===== src/rtl/pic_pkg.sv =====
// Package: shared widths, command and status field positions, and helper
// functions for the priority interrupt controller.
// Assumes level 1 maps to bit 0 of every per-level vector.
package pic_pkg;

    localparam int LVL_N   = 7;
    localparam int LVL_W   = $clog2(LVL_N + 1);

    // Command word layout: mask in the low bits, then one bit per action.
    localparam int CMD_SYS_ON  = LVL_N;
    localparam int CMD_SYS_OFF = LVL_N + 1;
    localparam int CMD_LVL_OFF = LVL_N + 2;
    localparam int CMD_LVL_ON  = LVL_N + 3;
    localparam int CMD_INIT    = LVL_N + 4;
    localparam int CMD_DROP    = LVL_N + 5;
    localparam int CMD_CLEAR   = LVL_N + 6;
    localparam int CMD_W       = LVL_N + 7;

    // Status word layout: enables, system flag, in-progress, soft requests.
    localparam int ST_EN_LO    = 0;
    localparam int ST_SYS      = LVL_N;
    localparam int ST_IP_LO    = LVL_N + 1;
    localparam int ST_SW_LO    = 2 * LVL_N + 1;
    localparam int ST_W        = 3 * LVL_N + 1;

    typedef logic [LVL_N-1:0] lvl_vec_t;

    // Decoded command actions for one cycle.
    typedef struct packed {
        lvl_vec_t mask;
        logic     sys_on;
        logic     sys_off;
        logic     lvl_off;
        logic     lvl_on;
        logic     init;
        logic     drop;
        logic     clear;
    } pic_cmd_t;

    // Keep only the lowest set bit of a level vector.
    function automatic lvl_vec_t lowest_bit(input lvl_vec_t v);
        return v & (~v + lvl_vec_t'(1));
    endfunction

    // Convert a one-hot level vector to a level number (1-based, 0 if none).
    function automatic logic [LVL_W-1:0] onehot_to_lvl(input lvl_vec_t v);
        logic [LVL_W-1:0] n;
        n = '0;
        for (int i = 0; i < LVL_N; i++) begin
            if (v[i]) n = n | LVL_W'(i + 1);
        end
        return n;
    endfunction

endpackage


===== src/rtl/pic_cmd_decode.sv =====
// Module: splits a raw command word into mask and action fields.
// Assumes the field positions in pic_pkg; every action is gated by valid.
module pic_cmd_decode
    import pic_pkg::*;
(
    input  logic             cmd_valid,
    input  logic [CMD_W-1:0] cmd_word,
    output pic_cmd_t         cmd
);

    // Field extraction with actions masked when no command is present.
    always_comb begin
        cmd.mask    = cmd_word[LVL_N-1:0];
        cmd.sys_on  = cmd_valid & cmd_word[CMD_SYS_ON];
        cmd.sys_off = cmd_valid & cmd_word[CMD_SYS_OFF];
        cmd.lvl_off = cmd_valid & cmd_word[CMD_LVL_OFF];
        cmd.lvl_on  = cmd_valid & cmd_word[CMD_LVL_ON];
        cmd.init    = cmd_valid & cmd_word[CMD_INIT];
        cmd.drop    = cmd_valid & cmd_word[CMD_DROP];
        cmd.clear   = cmd_valid & cmd_word[CMD_CLEAR];
    end

endmodule


===== src/rtl/pic_ctrl_regs.sv =====
// Module: holds the level enables, software requests and system-on flag
// and applies decoded commands to them.
// Assumes clear dominates all other actions and removal beats setting.
module pic_ctrl_regs
    import pic_pkg::*;
(
    input  logic     clk,
    input  logic     rst_n,
    input  pic_cmd_t cmd,
    output lvl_vec_t en_q,
    output lvl_vec_t sw_q,
    output logic     sys_q
);

    lvl_vec_t en_d, sw_d;
    logic     sys_d;

    // Next-state: set then remove, so removal wins on a shared target.
    always_comb begin
        en_d  = en_q;
        sw_d  = sw_q;
        sys_d = sys_q;
        if (cmd.lvl_on)  en_d = en_d | cmd.mask;
        if (cmd.lvl_off) en_d = en_d & ~cmd.mask;
        if (cmd.init)    sw_d = sw_d | cmd.mask;
        if (cmd.drop)    sw_d = sw_d & ~cmd.mask;
        if (cmd.sys_on)  sys_d = 1'b1;
        if (cmd.sys_off) sys_d = 1'b0;
        if (cmd.clear) begin
            en_d  = '0;
            sw_d  = '0;
            sys_d = 1'b0;
        end
    end

    // State registers with synchronous reset.
    always_ff @(posedge clk) begin
        if (!rst_n) begin
            en_q  <= '0;
            sw_q  <= '0;
            sys_q <= 1'b0;
        end else begin
            en_q  <= en_d;
            sw_q  <= sw_d;
            sys_q <= sys_d;
        end
    end

endmodule


===== src/rtl/pic_arbiter.sv =====
// Module: picks the most urgent eligible level from the current state.
// Assumes lower bit index means higher priority; purely combinational.
module pic_arbiter
    import pic_pkg::*;
(
    input  lvl_vec_t hw_req,
    input  lvl_vec_t sw_req,
    input  lvl_vec_t en,
    input  logic     sys_on,
    input  lvl_vec_t in_prog,
    input  logic     clear,
    output logic     win_valid,
    output lvl_vec_t win_onehot
);

    lvl_vec_t blocked;
    lvl_vec_t eligible;

    // Blocked if this level or any more urgent level is in progress.
    generate
        for (genvar i = 0; i < LVL_N; i++) begin : g_block
            if (i == 0) begin : g_first
                assign blocked[i] = in_prog[i];
            end else begin : g_rest
                assign blocked[i] = in_prog[i] | blocked[i-1];
            end
        end
    endgenerate

    // Eligibility and selection of the lowest-numbered candidate.
    always_comb begin
        eligible   = (hw_req | sw_req) & en & {LVL_N{sys_on}} & ~blocked;
        win_onehot = clear ? '0 : lowest_bit(eligible);
        win_valid  = |win_onehot;
    end

endmodule


===== src/rtl/pic_inprog.sv =====
// Module: tracks the in-progress set; grants add a level, dismiss retires
// the most urgent one, clear empties it.
// Assumes a granted level is never already in progress.
module pic_inprog
    import pic_pkg::*;
(
    input  logic     clk,
    input  logic     rst_n,
    input  lvl_vec_t grant_onehot,
    input  logic     dismiss,
    input  logic     clear,
    output lvl_vec_t in_prog_q
);

    lvl_vec_t in_prog_d;

    // Next-state: retire most urgent on dismiss, then add the new grant.
    always_comb begin
        in_prog_d = in_prog_q;
        if (dismiss) in_prog_d = in_prog_d & ~lowest_bit(in_prog_q);
        in_prog_d = in_prog_d | grant_onehot;
        if (clear)   in_prog_d = '0;
    end

    // In-progress register with synchronous reset.
    always_ff @(posedge clk) begin
        if (!rst_n) in_prog_q <= '0;
        else        in_prog_q <= in_prog_d;
    end

endmodule


===== src/rtl/prio_irq_ctrl.sv =====
// Module: seven-level priority interrupt controller top. Decodes commands,
// holds control state, arbitrates, tracks service and registers the grant.
// Assumes hw_req is synchronous to clk and level-sensitive.
module prio_irq_ctrl
    import pic_pkg::*;
#(
    parameter int VEC_BASE = 32,
    parameter int VEC_W    = 9
) (
    input  logic             clk,
    input  logic             rst_n,
    input  logic             cmd_valid,
    input  logic [CMD_W-1:0] cmd_word,
    input  logic [LVL_N-1:0] hw_req,
    input  logic             dismiss,
    output logic [ST_W-1:0]  status_word,
    output logic             grant_valid,
    output logic [LVL_W-1:0] grant_level,
    output logic [VEC_W-1:0] grant_vector
);

    pic_cmd_t cmd;
    lvl_vec_t en_q, sw_q, in_prog_q, win_onehot;
    logic     sys_q, win_valid;
    logic [LVL_W-1:0] win_lvl;

    pic_cmd_decode i_dec (
        .cmd_valid (cmd_valid),
        .cmd_word  (cmd_word),
        .cmd       (cmd)
    );

    pic_ctrl_regs i_regs (
        .clk   (clk),
        .rst_n (rst_n),
        .cmd   (cmd),
        .en_q  (en_q),
        .sw_q  (sw_q),
        .sys_q (sys_q)
    );

    pic_arbiter i_arb (
        .hw_req     (hw_req),
        .sw_req     (sw_q),
        .en         (en_q),
        .sys_on     (sys_q),
        .in_prog    (in_prog_q),
        .clear      (cmd.clear),
        .win_valid  (win_valid),
        .win_onehot (win_onehot)
    );

    pic_inprog i_ip (
        .clk          (clk),
        .rst_n        (rst_n),
        .grant_onehot (win_onehot),
        .dismiss      (dismiss),
        .clear        (cmd.clear),
        .in_prog_q    (in_prog_q)
    );

    // Level number of the winner.
    always_comb win_lvl = onehot_to_lvl(win_onehot);

    // Registered grant outputs: one cycle per grant.
    always_ff @(posedge clk) begin
        if (!rst_n) begin
            grant_valid  <= 1'b0;
            grant_level  <= '0;
            grant_vector <= '0;
        end else begin
            grant_valid  <= win_valid;
            grant_level  <= win_valid ? win_lvl : '0;
            grant_vector <= win_valid ? VEC_W'(VEC_BASE + 2 * int'(win_lvl)) : '0;
        end
    end

    // Status word assembly.
    always_comb begin
        status_word = '0;
        status_word[ST_EN_LO +: LVL_N] = en_q;
        status_word[ST_SYS]            = sys_q;
        status_word[ST_IP_LO +: LVL_N] = in_prog_q;
        status_word[ST_SW_LO +: LVL_N] = sw_q;
    end

endmodule


===== config.mk =====
export PLATFORM = sky130hd
export DESIGN_NAME = prio_irq_ctrl
export DESIGN_NICKNAME = d
export VERILOG_FILES = /design/src/rtl/pic_pkg.sv /design/src/rtl/pic_cmd_decode.sv /design/src/rtl/pic_ctrl_regs.sv /design/src/rtl/pic_arbiter.sv /design/src/rtl/pic_inprog.sv /design/src/rtl/prio_irq_ctrl.sv
export SDC_FILE = /design/constraint.sdc
export NUM_CORES = 1
export LEC_CHECK = 0
export ABC_CLOCK_PERIOD_IN_PS = 2200
export BUFFER_PORTS_ARGS = -buffer_cell sky130_fd_sc_hd__buf_2
export CAP_MARGIN = 25
export CORE_ASPECT_RATIO = 0.75
export CORE_MARGIN = 2
export CORE_UTILIZATION = 46
export CTS_CLUSTER_DIAMETER = 30
export CTS_CLUSTER_SIZE = 40
export DETAILED_ROUTE_END_ITERATION = 10
export GPL_TIMING_DRIVEN = 0
export PLACE_DENSITY = 0.79
export SLEW_MARGIN = 20
export SYNTH_ARGS = -nofsm -noshare
export SYNTH_HDL_FRONTEND = slang
export SYNTH_HIERARCHICAL = 1
export SYNTH_SLANG_ARGS = --single-unit

===== constraint.sdc =====
create_clock -name clk -period 2.2 [get_ports clk]
set_input_delay 0.22 -clock clk [delete_from_list [all_inputs] [get_ports clk]]
set_output_delay 0.22 -clock clk [all_outputs]
set_load 0.03 [all_outputs]

After elaboration in Yosys (flattened, before gate mapping). Index checks and enable logic that the tools add are counted.

Register bits: 35. Bits in latches: 0. Output and inout bits: 35. RAM bits: 0. ROM bits: 0. Input bits: 25. Word-level logic and storage cells: 58. Memories: 0.

Add/subtract/negate cells: 3. Multiplexer cells: 13. Multipliers: 0. Reduce and logical (&&, ||, !) cells: 4. Bitwise operators: 31. Shifts and indexed selects: 0. Equal/unequal tests: 0. Divide/modulo/power cells: 0. $lt $le $gt $ge: 0.

Operators by type and width (number): 7-bit AND (8); 7-bit two-way mux (6); 7-bit NOT (5); 7-bit OR (4); 7-bit by 1-bit adder with 7-bit output, second input constant (2); 3-bit two-way mux (4); 6-bit by 4-bit adder with 7-bit output, first input constant (1); 1-bit AND (7); 7-bit OR reduction (1); 1-bit OR (6); 2-bit two-way mux (2); 3-bit OR reduction (1); 2-bit AND reduction (1); 2-bit OR reduction (1); 1-bit two-way mux (1); 1-bit NOT (1).

Logic depth before layout (Yosys ltp). Gate-level depths: netlist of the first run.

Word-level depth: 20. Mapped depth: 7. Depth with buffers taken out: 7.

Hierarchy. The synthesis of the first run kept the hierarchy.

By module, submodules not included: pic_ctrl_regs (cells each 47, area each 509.2 um^2, sequential area each 300.3 um^2, times used 1); pic_inprog (cells each 30, area each 267.8 um^2, sequential area each 140.1 um^2, times used 1); pic_arbiter (cells each 29, area each 225.2 um^2, sequential area each 0.0 um^2, times used 1); prio_irq_ctrl (cells each 24, area each 219.0 um^2, sequential area each 100.1 um^2, times used 1); pic_cmd_decode (cells each 14, area each 96.3 um^2, sequential area each 0.0 um^2, times used 1).

Worst setup path before layout of the first run. No wires, ideal clock.

Path type: flip-flop to flip-flop. Start point: reg i_ip.in_prog_q[2]. End point: reg i_ip.in_prog_q[6]. Buffers on the path: 0. Arrival time: 1.874 ns. Setup time: 0.125 ns. Period minus slack after synthesis: 1.998 ns. Stages on the path, launching flop included: 8. Slack: 0.202 ns. Data required time: 2.075 ns. Path through: dfxtp_1 > or3_4 > nand4bb_1 > nand2_2 > nor3_2 > or4_1 > nor3_1 > nor3_1.

Word-level cells in the longest chain between the ends: 12. Elaborated cells between the ends (all ways): 18. Classes of those cells: 2 x add/sub; 2 x mux; 14 x bitwise.

RTL lines: from (decl) (line pic_inprog.sv:12) `output lvl_vec_t in_prog_q`; from (signal assigned) (line pic_inprog.sv:28) `else in_prog_q <= in_prog_d;`; 1-bit OR * (line pic_arbiter.sv:25) `assign blocked[i] = in_prog[i] | blocked[i-1];`; 1-bit OR (4 in series) (line pic_arbiter.sv:25); 7-bit NOT * (line pic_arbiter.sv:32) `eligible = (hw_req | sw_req) & en & {LVL_N{sys_on}} & ~blocked;`; 7-bit AND * (line pic_arbiter.sv:32); 7-bit NOT (line pic_pkg.sv:42) `return v & (~v + lvl_vec_t'(1));`; 7-bit by 1-bit adder with 7-bit output (line pic_pkg.sv:42); 7-bit AND * (line pic_pkg.sv:42); 7-bit two-way mux * (line pic_arbiter.sv:33) `win_onehot = clear ? '0 : lowest_bit(eligible);`; named net win_onehot[6] (line prio_irq_ctrl.sv:23) `lvl_vec_t en_q, sw_q, in_prog_q, win_onehot;`; 7-bit OR * (line pic_inprog.sv:21) `in_prog_d = in_prog_d | grant_onehot;`.

The timed path passes the listed nets; every way through them passes the cells marked *. A chain may end at the register's enable or synchronous reset.

Final worst setup path of the first run. Same ends and word-level chain as after synthesis.

==> impl_metrics.env, run 1 <==
export IMPL_outcome="completed"
export IMPL_relSlewSlack_pct=64.8
export IMPL_place_congestion=0.869
export IMPL_power_w=0.000920
export IMPL_hold_buffers=0
export IMPL_cp_max_fo=8
export IMPL_dieArea_um2=3310
export IMPL_drc=0
export IMPL_fin_crit_ns=2.11
export IMPL_synthTopCellsByArea="dfxtp_1 41%, buf_4 9.1%, a211oi_1 8.0%"
export IMPL_die_y_um=50.4
export IMPL_end_kind="flop"
export IMPL_antenna_found_initial=0
export IMPL_antenna_cells=0
export IMPL_cp_cell_sequence="or3_4 -> nand4bb_1 -> nand2_2 -> nor3_2 -> or4_1 -> nor3_1 -> nor3_1"
export IMPL_yosysSeqAreaShare_pct=41.0
export IMPL_place_inst=231
export IMPL_worst_pin_slew_ns=0.521
export IMPL_synth_top_area_cell="dfxtp_1"
export IMPL_fmax_mhz=474
export IMPL_cts_sinks=27
export IMPL_avgSynthCellArea_um2=9.15
export IMPL_register_area_um2=541
export IMPL_cts_clk_slew_worst_paths_ns=0.09
export IMPL_fp_row_count=16
export IMPL_slowest_delay_ns=0.42
export IMPL_grt_ovfl_total=0
export IMPL_synth_common_cells="27 x dfxtp_1, 20 x a21oi_1, 16 x buf_4"
export IMPL_insertion_delay_ns=0.27
export IMPL_routed_via_density=5.31
export IMPL_cts_htree_levels=1
export IMPL_syn_area_um2=1320
export IMPL_grt_max_degree=16
export IMPL_clock_tree_root_cell="clkbuf_8"
export IMPL_placement_io_buffers=47
export IMPL_critical_path_top_delay_family="simple AND/OR/NAND/NOR gates"
export IMPL_wl_per_cell_um=13.5
export IMPL_ant_nets=0
export IMPL_yosysWarnings=6
export IMPL_fill_cells=237
export IMPL_routed_wirelength_um=3160
export IMPL_drv_cap=0
export IMPL_cts_buffers=3
export IMPL_drt_iter0_markers=79
export IMPL_hold_violations=0
export IMPL_drtPass1Iterations=4
export IMPL_rsz0062_at_grt="true"
export IMPL_cts_tree="yes"
export IMPL_start_util_pct=49.5
export IMPL_required_ns=2.35
export IMPL_core_um2=2660
export IMPL_crit_arrival_ns=2.26
export IMPL_setup_viol=0
export IMPL_finClkSkew_ns=0.00338
export IMPL_period_share_pct=95.9
export IMPL_setup_ws_ns=0.0907
export IMPL_cp_start_kind="flop"
export IMPL_synthFlopType="dfxtp_1"
export IMPL_slowest_stage="or3_4"
export IMPL_worst_hold_path_type="input pin to flop"
export IMPL_io_pins=60
export IMPL_r2r_start="i_ip/in_prog_q[2]$_SDFF_PP0_"
export IMPL_async_flop_share_pct=0
export IMPL_critical_path_n_buffers_inverters=0
export IMPL_grt_total_usage_pct=20.9
export IMPL_nets=225
export IMPL_cp_depth=7
export IMPL_multi_input_area_um2=642
export IMPL_setup_worst_path_start="i_ip/in_prog_q[2]$_SDFF_PP0_"
export IMPL_syn2layout_area_growth_pct=26.5
export IMPL_synth_cell_types=36
export IMPL_dp_worst_setup_slack_ns=-0.0122
export IMPL_grt_pass1_wl_um=5350
export IMPL_synth_edff_count=0
export IMPL_powerDensity_nw_per_um2=552
export IMPL_drive_above_1_share_pct=39.7
export IMPL_synth_seq_cells=27
export IMPL_worstSetupPathType="flop to flop"
export IMPL_hpwlAfterDp_um=2500
export IMPL_fin_setup_tns_ns=0
export IMPL_slew_violations=0
export IMPL_rrSetupSlack_ns=0.09
export IMPL_r2r_cells=7
export IMPL_cts_buffer_depth=2
export IMPL_die_x_um=65.8
export IMPL_reg2reg_to="i_ip/in_prog_q[6]$_SDFF_PP0_"
export IMPL_post_synth_top_count_cell="dfxtp_1"
export IMPL_ir_drop_v=0.000415
export IMPL_num_vias=1247
export IMPL_crit_end="i_ip/in_prog_q[6]$_SDFF_PP0_"
export IMPL_p_leak_nw=0.797
export IMPL_stdcell_count=235
export IMPL_crit_top_cell="nor3_1"
export IMPL_synth_top_cell_area_share_pct=41.0
export IMPL_grt_pass1_vias=1164
export IMPL_syn_inst=144
[flip-flops by register name (all words and copies together), names as in the netlist]
signal / flops
i_regs/en_q: 7
i_regs/sys_q: 1
i_regs/sw_q: 7
i_ip/in_prog_q: 7
grant_level: 2
grant_vector: 2
grant_valid: 1
[metal layers]
layer,global-route usage [%],part of all wire [%]
met4,3.13,0.41
met3,6.50,8.9
met2,33.8,45
met5,0,0
met1,27.9,46
[logic make-up after synthesis]
kind of cell / after synthesis / synth area share, %
buffers and inverters: 24 / 12.0
AOI/OAI and AO/OA: 46 / 23.4
DFF: 27 / 41.0
and+or+nand+nor: 46 / 23.4
other: 1 / 0.285
[per-stage QoR]
stage	area, um^2	hold slack [ns]	util (%)
after floorplan	1330	0.389	-
after global placement	1610	0.426	60.6
after detailed placement	1610	0.433	60.6
after CTS	1660	0.138	62.4
after global routing	1670	0.138	62.6
final	1670	0.148	62.6
[layout by cell type (no fill, tap or decap)]
cell type / n
a211oi_1: 14
a21oi_1: 20
and2_1: 7
buf_2: 47
buf_4: 16
buf_6: 1
clkbuf_8: 3
clkinv_2: 1
conb_1: 5
dfxtp_1: 27
inv_1: 7
nand2_1: 1
nand2_2: 1
nand2b_1: 1
nand2b_4: 1
nand4_1: 1
nand4b_1: 1
nand4bb_1: 1
nor2_1: 13
nor2b_4: 1
nor3_1: 5
nor3_2: 1
nor3_4: 1
nor4_1: 3
nor4_2: 1
nor4b_1: 1
nor4b_2: 1
o2111ai_1: 3
o211a_1: 1
o211ai_1: 2
o211ai_2: 1
o21ai_0: 3
o21bai_1: 1
o41ai_2: 1
or2_1: 1
or3_4: 1
or3b_4: 1
or4_1: 1
or4b_1: 1
[layout make-up]
type                            count  area share [%]
Buffer                             17            7.88
Clock buffer                        3            2.48
Clock inverter                      1           0.300
Inverter                            7            1.58
Multi-Input combinational cell     97            38.5
Sequential cell                    27            32.4
Tap cell                           36            2.70
Timing Repair Buffer               47            14.1
[where the power goes]
group	leakage [nW]	internal (W)	switching, W	total, W
Sequential	0.219	0.000499	0.00000955	0.000508
Clock	0.0255	0.000127	0.000145	0.000272
Combinational	0.552	0.0000558	0.0000840	0.000140
[worst min-delay path by stage]
stage / endpoint / start / depth (start not counted) / slack [ns]
after floorplan: grant_valid$_SDFF_PN0_ / rst_n / 2 / 0.39
after global placement: i_regs/en_q[4]$_SDFF_PP0_ / cmd_word[4] / 2 / 0.43
after detailed placement: i_regs/en_q[3]$_SDFF_PP0_ / cmd_word[3] / 2 / 0.43
after CTS: i_regs/sw_q[1]$_SDFF_PP0_ / cmd_word[1] / 2 / 0.14
after global routing: i_regs/sw_q[4]$_SDFF_PP0_ / cmd_word[4] / 2 / 0.14
final: i_regs/en_q[3]$_SDFF_PP0_ / cmd_word[3] / 2 / 0.15
[repair_timing]
action,in CTS,in global routing
setup buffers,0,0
resized for setup,1,1
endpoints found under the setup margin,1,4
cloned,0,0
No activity file was read; power rests on OpenSTA's default activity.
==> run 2, diff against run 1 <==
- CORE_UTILIZATION: 46 -> 45
- PLACE_DENSITY: 0.79 -> 0.78
- SYNTH_HIERARCHICAL: 1 -> unset
==> impl_metrics.env, run 2 <==
export IMPL_avgSynthCellArea_um2=9.22
export IMPL_grt_max_degree=15
export IMPL_powerDensity_nw_per_um2=568
export IMPL_end_kind="flop"
export IMPL_slew_violations=0
export IMPL_cts_setup_buffers=0
export IMPL_grt_ovfl_total=0
export IMPL_rsz0062_at_grt="false"
export IMPL_synthAdderAreaFrac_pct=0
export IMPL_core_um2=2640
export IMPL_fill_cells=228
export IMPL_fp_row_count=16
export IMPL_hold_buffers=0
export IMPL_drt_iter0_markers=125
export IMPL_synth_compound_area_share_pct=29.6
export IMPL_die_x_um=65.2
export IMPL_grt_total_usage_pct=22.3
export IMPL_synthMuxAreaShare_pct=0
export IMPL_cts_htree_levels=1
export IMPL_routed_wirelength_um=3470
export IMPL_syn2layout_area_growth_pct=29.7
export IMPL_routed_via_density=5.77
export IMPL_synthFlopType="dfxtp_1"
export IMPL_hold_violations=0
export IMPL_power_w=0.000930
export IMPL_grt_pass1_vias=1242
export IMPL_synth_seq_cells=27
export IMPL_switching_share_pct=27.2
export IMPL_drive_above_1_share_pct=36.2
export IMPL_nets=225
export IMPL_cp_max_fo=8
export IMPL_cts_buffer_depth=2
export IMPL_cts_buffers=3
export IMPL_ir_drop_v=0.000514
export IMPL_cts_sinks=27
export IMPL_synth_edff_count=0
export IMPL_relSlewSlack_pct=62.9
export IMPL_syn_inst=137
export IMPL_hpwlAfterDp_um=2720
export IMPL_synth_cell_types=29
export IMPL_p_leak_nw=0.758
export IMPL_start_util_pct=47.8
export IMPL_grt_pass1_wl_um=5700
export IMPL_pwr_share_clk_pct=30.3
export IMPL_finClkSkew_ns=0.00143
export IMPL_register_area_um2=541
export IMPL_r2r_cells=6
export IMPL_post_route_util_pct=62.0
export IMPL_clock_tree_root_cell="clkbuf_8"
export IMPL_synth_top_area_cell="dfxtp_1"
export IMPL_dp_worst_setup_slack_ns=0.439
export IMPL_place_congestion=0.842
export IMPL_layout_common_cells="55 x buf_2, 27 x dfxtp_1, 16 x a31oi_1"
export IMPL_fmax_mhz=549
export IMPL_setup_ws_ns=0.378
export IMPL_seqPwrFrac_pct=54.5
export IMPL_crit_arrival_ns=1.98
export IMPL_setup_viol=0
export IMPL_ant_nets=0
export IMPL_post_synth_top_count_cell="dfxtp_1"
export IMPL_required_ns=2.36
export IMPL_layout_commonest_cell="buf_2"
export IMPL_p_int_w=0.000677
export IMPL_cp_start_kind="flop"
export IMPL_io_pins=60
export IMPL_pwr_share_comb_pct=15.3
export IMPL_yosysWarnings=0
export IMPL_num_vias=1356
export IMPL_synth_top_family_by_area="compound AO/OA/AOI/OAI gates"
export IMPL_drc=0
export IMPL_outcome="completed"
export IMPL_async_flop_share_pct=0
export IMPL_period_share_pct=82.8
export IMPL_antenna_found_initial=0
export IMPL_p_switching_w=0.000253
export IMPL_cts_resized=0
export IMPL_fin_setup_tns_ns=0
export IMPL_cts_clk_slew_worst_paths_ns=0.09
export IMPL_antenna_cells=0
export IMPL_syn_area_um2=1260
export IMPL_insertion_delay_ns=0.27
export IMPL_drv_cap=0
export IMPL_die_y_um=49.9
export IMPL_dieArea_um2=3250
export IMPL_synthSimpleGateAreaFrac_pct=18.5
export IMPL_worst_hold_path_type="input pin to flop"
export IMPL_worstSetupPathType="flop to flop"
export IMPL_worst_pin_slew_ns=0.553
export IMPL_drtPass1Iterations=4
export IMPL_cts_tree="yes"
export IMPL_synth_common_cells="27 x dfxtp_1, 16 x a31oi_1, 14 x a311oi_1"
export IMPL_placement_io_buffers=54
export IMPL_synth_xor_area_share_pct=0
export IMPL_synthTopCellsByArea="dfxtp_1 43%, a311oi_1 9.7%, a31oi_1 7.9%"
export IMPL_fin_crit_ns=1.82
export IMPL_multi_input_area_um2=627
export IMPL_synth_top_cell_area_share_pct=42.8
export IMPL_holdPathStages=2
export IMPL_wl_per_cell_um=14.8
export IMPL_yosysSeqAreaShare_pct=42.8
## run 2: cell types whose count changed in the layout (fill, tap and decap cells not counted), sizes merged, moves of 4 or more
cell / before / now
nand2: 2 / 9
clkbuf: 3 / 9
a32oi: 0 / 4
a211oi: 14 / 1
and2: 7 / 0
a21oi: 20 / 7
a31oi: 0 / 16
a311oi: 0 / 14
## run 2: cell type report
class,count,share of cell area (%)
sequential,27,33.0
multi-input combinational,94,38.3
buffer,15,5.58
timing repair buffer,54,16.5
inverter,5,1.15
tap,36,2.75
clock buffer,4,2.75
## run 2: power by group through the flow
| stage | Clock (W) | Sequential (W) | Combinational, W |
|---|---|---|---|
| global route | 0.000302 | 0.000508 | 0.000152 |
| detailed placement | 0 | 0.000518 | 0.000140 |
| global placement | 0 | 0.000517 | 0.000137 |
| CTS | 0.000282 | 0.000506 | 0.000140 |
| finish | 0.000282 | 0.000507 | 0.000142 |
| floorplan | 0 | 0.000536 | 0.0000639 |
## run 2: worst paths after layout
path / from / endpoint / slack [ns]
worst max-delay path: i_regs.sys_q$_SDFFE_PP0P_ / grant_level[0]$_SDFF_PN0_ / 0.38
worst min-delay path: cmd_word[8] / i_regs.sys_q$_SDFFE_PP0P_ / 0.12
worst max register to register: i_regs.sys_q$_SDFFE_PP0P_ / grant_level[0]$_SDFF_PN0_ / 0.38
worst min register to register: i_ip.in_prog_q[2]$_SDFF_PP0_ / i_ip.in_prog_q[2]$_SDFF_PP0_ / 0.50
## run 2: worst max-delay path, cell delays in order (launching register included)
cell	delay, ns
dfxtp_1	0.32
buf_2	0.17
o211ai_1	0.22
inv_1	0.16
o311ai_0	0.55
a21o_1	0.24
a31oi_1	0.05
## run 2: routing by layer
layer	up-vias	track usage, %	part of all wire, %
met4	0	4.86	0.83
met2	59	36.1	49
li1	649	-	-
met1	644	30.2	42
met3	4	5.71	8.5
met5	-	0	0
## run 2: cells by family after synthesis
family,after synthesis
compound gates,52
buf+inv,20
flops,27
other cells,1
simple gates,37
## run 2: stage by stage
step	instances	hold slack, ns	area, um^2
final	235	0.117	1640
after global routing	235	0.125	1640
after CTS	235	0.120	1640
after detailed placement	231	0.409	1590
after global placement	231	0.417	1590
after floorplan	141	0.320	1280
==> run 3, diff against run 2 <==
- ABC_CLOCK_PERIOD_IN_PS: 2200 -> 1650
- CORE_UTILIZATION: 45 -> 41
- PLACE_DENSITY: 0.78 -> 0.75
- clock period: 2.2 -> 1.65 ns (I/O delays scaled with it)
==> impl_metrics.env, run 3 (synthesis results as in run 2) <==
export IMPL_outcome="finished, violations left"
export IMPL_violations="setup timing"
export IMPL_io_pins=60
export IMPL_setup_ws_ns=-0.0658
export IMPL_period_share_pct=104
export IMPL_grt_pass1_wl_um=6090
export IMPL_antenna_found_initial=0
export IMPL_cp_start_kind="flop"
export IMPL_grt_max_degree=16
export IMPL_required_ns=1.86
export IMPL_worst_pin_slew_ns=0.513
export IMPL_cts_buffer_depth=2
export IMPL_routed_wirelength_um=3810
export IMPL_placement_io_buffers=54
export IMPL_nets=235
export IMPL_rsz0062_at_grt="true"
export IMPL_crit_arrival_ns=1.92
export IMPL_drv_cap=0
export IMPL_hold_buffers=0
export IMPL_drtPass1Iterations=4
export IMPL_fmax_mhz=583
export IMPL_relSlewSlack_pct=65.8
export IMPL_p_leak_nw=0.823
export IMPL_layout_commonest_cell="buf_2"
export IMPL_hpwlAfterDp_um=2840
export IMPL_cts_sinks=27
export IMPL_die_x_um=68.1
export IMPL_core_um2=2940
export IMPL_holdPathStages=2
export IMPL_routed_via_density=5.73
export IMPL_cts_clk_slew_worst_paths_ns=0.10
export IMPL_drt_iter0_markers=75
export IMPL_place_inst=233
export IMPL_cts_htree_levels=1
export IMPL_stdcell_count=247
export IMPL_insertion_delay_ns=0.28
export IMPL_clock_tree_root_cell="clkbuf_8"
export IMPL_syn2layout_area_growth_pct=40.0
export IMPL_grt_pass1_vias=1355
export IMPL_cts_buffers=3
export IMPL_wl_per_cell_um=15.4
export IMPL_drc=0
export IMPL_r2r_cells=6
export IMPL_die_y_um=52.1
export IMPL_setup_viol=4
export IMPL_rrSetupSlack_ns=-0.07
export IMPL_hold_violations=0
export IMPL_worst_hold_path_type="input pin to flop"
export IMPL_layout_common_cells="55 x buf_2, 24 x dfxtp_1, 18 x buf_4"
export IMPL_post_route_util_pct=60.2
export IMPL_place_congestion=0.917
export IMPL_powerDensity_nw_per_um2=705
export IMPL_cp_max_fo=7
export IMPL_fin_crit_ns=1.72
export IMPL_end_kind="flop"
export IMPL_start_util_pct=43.0
export IMPL_worstSetupPathType="flop to flop"
export IMPL_grt_ovfl_total=0
export IMPL_slew_violations=0
export IMPL_num_vias=1415
export IMPL_ir_drop_v=0.000489
export IMPL_dieArea_um2=3540
export IMPL_ant_nets=0
export IMPL_grt_total_usage_pct=23.1
export IMPL_finClkSkew_ns=0.00981
export IMPL_whs_ns=0.0606
export IMPL_fill_cells=276
export IMPL_drive_above_1_share_pct=44.0
export IMPL_power_w=0.00125
export IMPL_fp_row_count=17
export IMPL_antenna_cells=0
export IMPL_cts_tree="yes"
-- run 3: cell types whose count changed in the layout (fill, tap and decap cells not counted), sizes merged --
cell	change
clkinv	+1
buf	+10
clkbuf	-1
-- run 3: routing by layer --
metal / track usage (%) / part of all wire [%] / up-vias
li1: - / - / 669
met1: 29.5 / 41 / 660
met2: 37.1 / 50 / 80
met3: 5.84 / 8.5 / 6
met4: 9.33 / 0.97 / 0
met5: 0 / 0 / -
-- run 3: layout make-up --
type	count	area (um^2)	area share (%)
Inverter	5	18.8	1.06
Buffer	15	91.3	5.17
Clock inverter	1	5.00	0.283
Sequential cell	27	549	31.1
Clock buffer	3	41.3	2.34
Tap cell	38	47.5	2.69
Multi-Input combinational cell	94	666	37.7
Timing Repair Buffer	64	349	19.7
-- run 3: final timing paths --
check,start,end
min,cmd_word[8],i_regs.sys_q$_SDFFE_PP0P_
max,i_ip.in_prog_q[1]$_SDFF_PP0_,grant_level[1]$_SDFF_PN0_
min reg2reg,flop,flop
max reg2reg,i_ip.in_prog_q[1]$_SDFF_PP0_,grant_level[1]$_SDFF_PN0_
-- run 3: metrics by stage --
step / worst slack, ns / TNS (ns) / cell area (um^2)
floorplan: 0.0245 / 0 / 1280
finish: -0.0658 / -0.189 / 1770
global route: -0.136 / -0.606 / 1770
CTS: -0.0518 / -0.156 / 1710
detailed placement: -0.151 / -0.514 / 1600
global placement: -0.143 / -0.528 / 1600
-- run 3: power by group --
group,internal [W],switching (W)
combinational,0.0000669,0.000131
sequential,0.000662,0.0000100
clock,0.000169,0.000206
total,0.000898,0.000347
-- run 3: what timing repair did --
| item | CTS | global route |
|---|---|---|
| gates cloned | 0 | 0 |
| buffers inserted | 6 | 4 |
| hold endpoints to repair | 0 | 0 |
| gates resized for setup | 7 | 6 |
| setup endpoints to repair | 5 | 7 |
| pin swaps | 3 | 9 |
-- run 3: worst max-delay path, cell delays in order, from the launching register on --
cell and delay [ns]:
dfxtp_4 0.35, or3_4 0.44, nor2_2 0.23, nor4_4 0.07, buf_4 0.17, a21o_1 0.22
a31oi_1 0.16
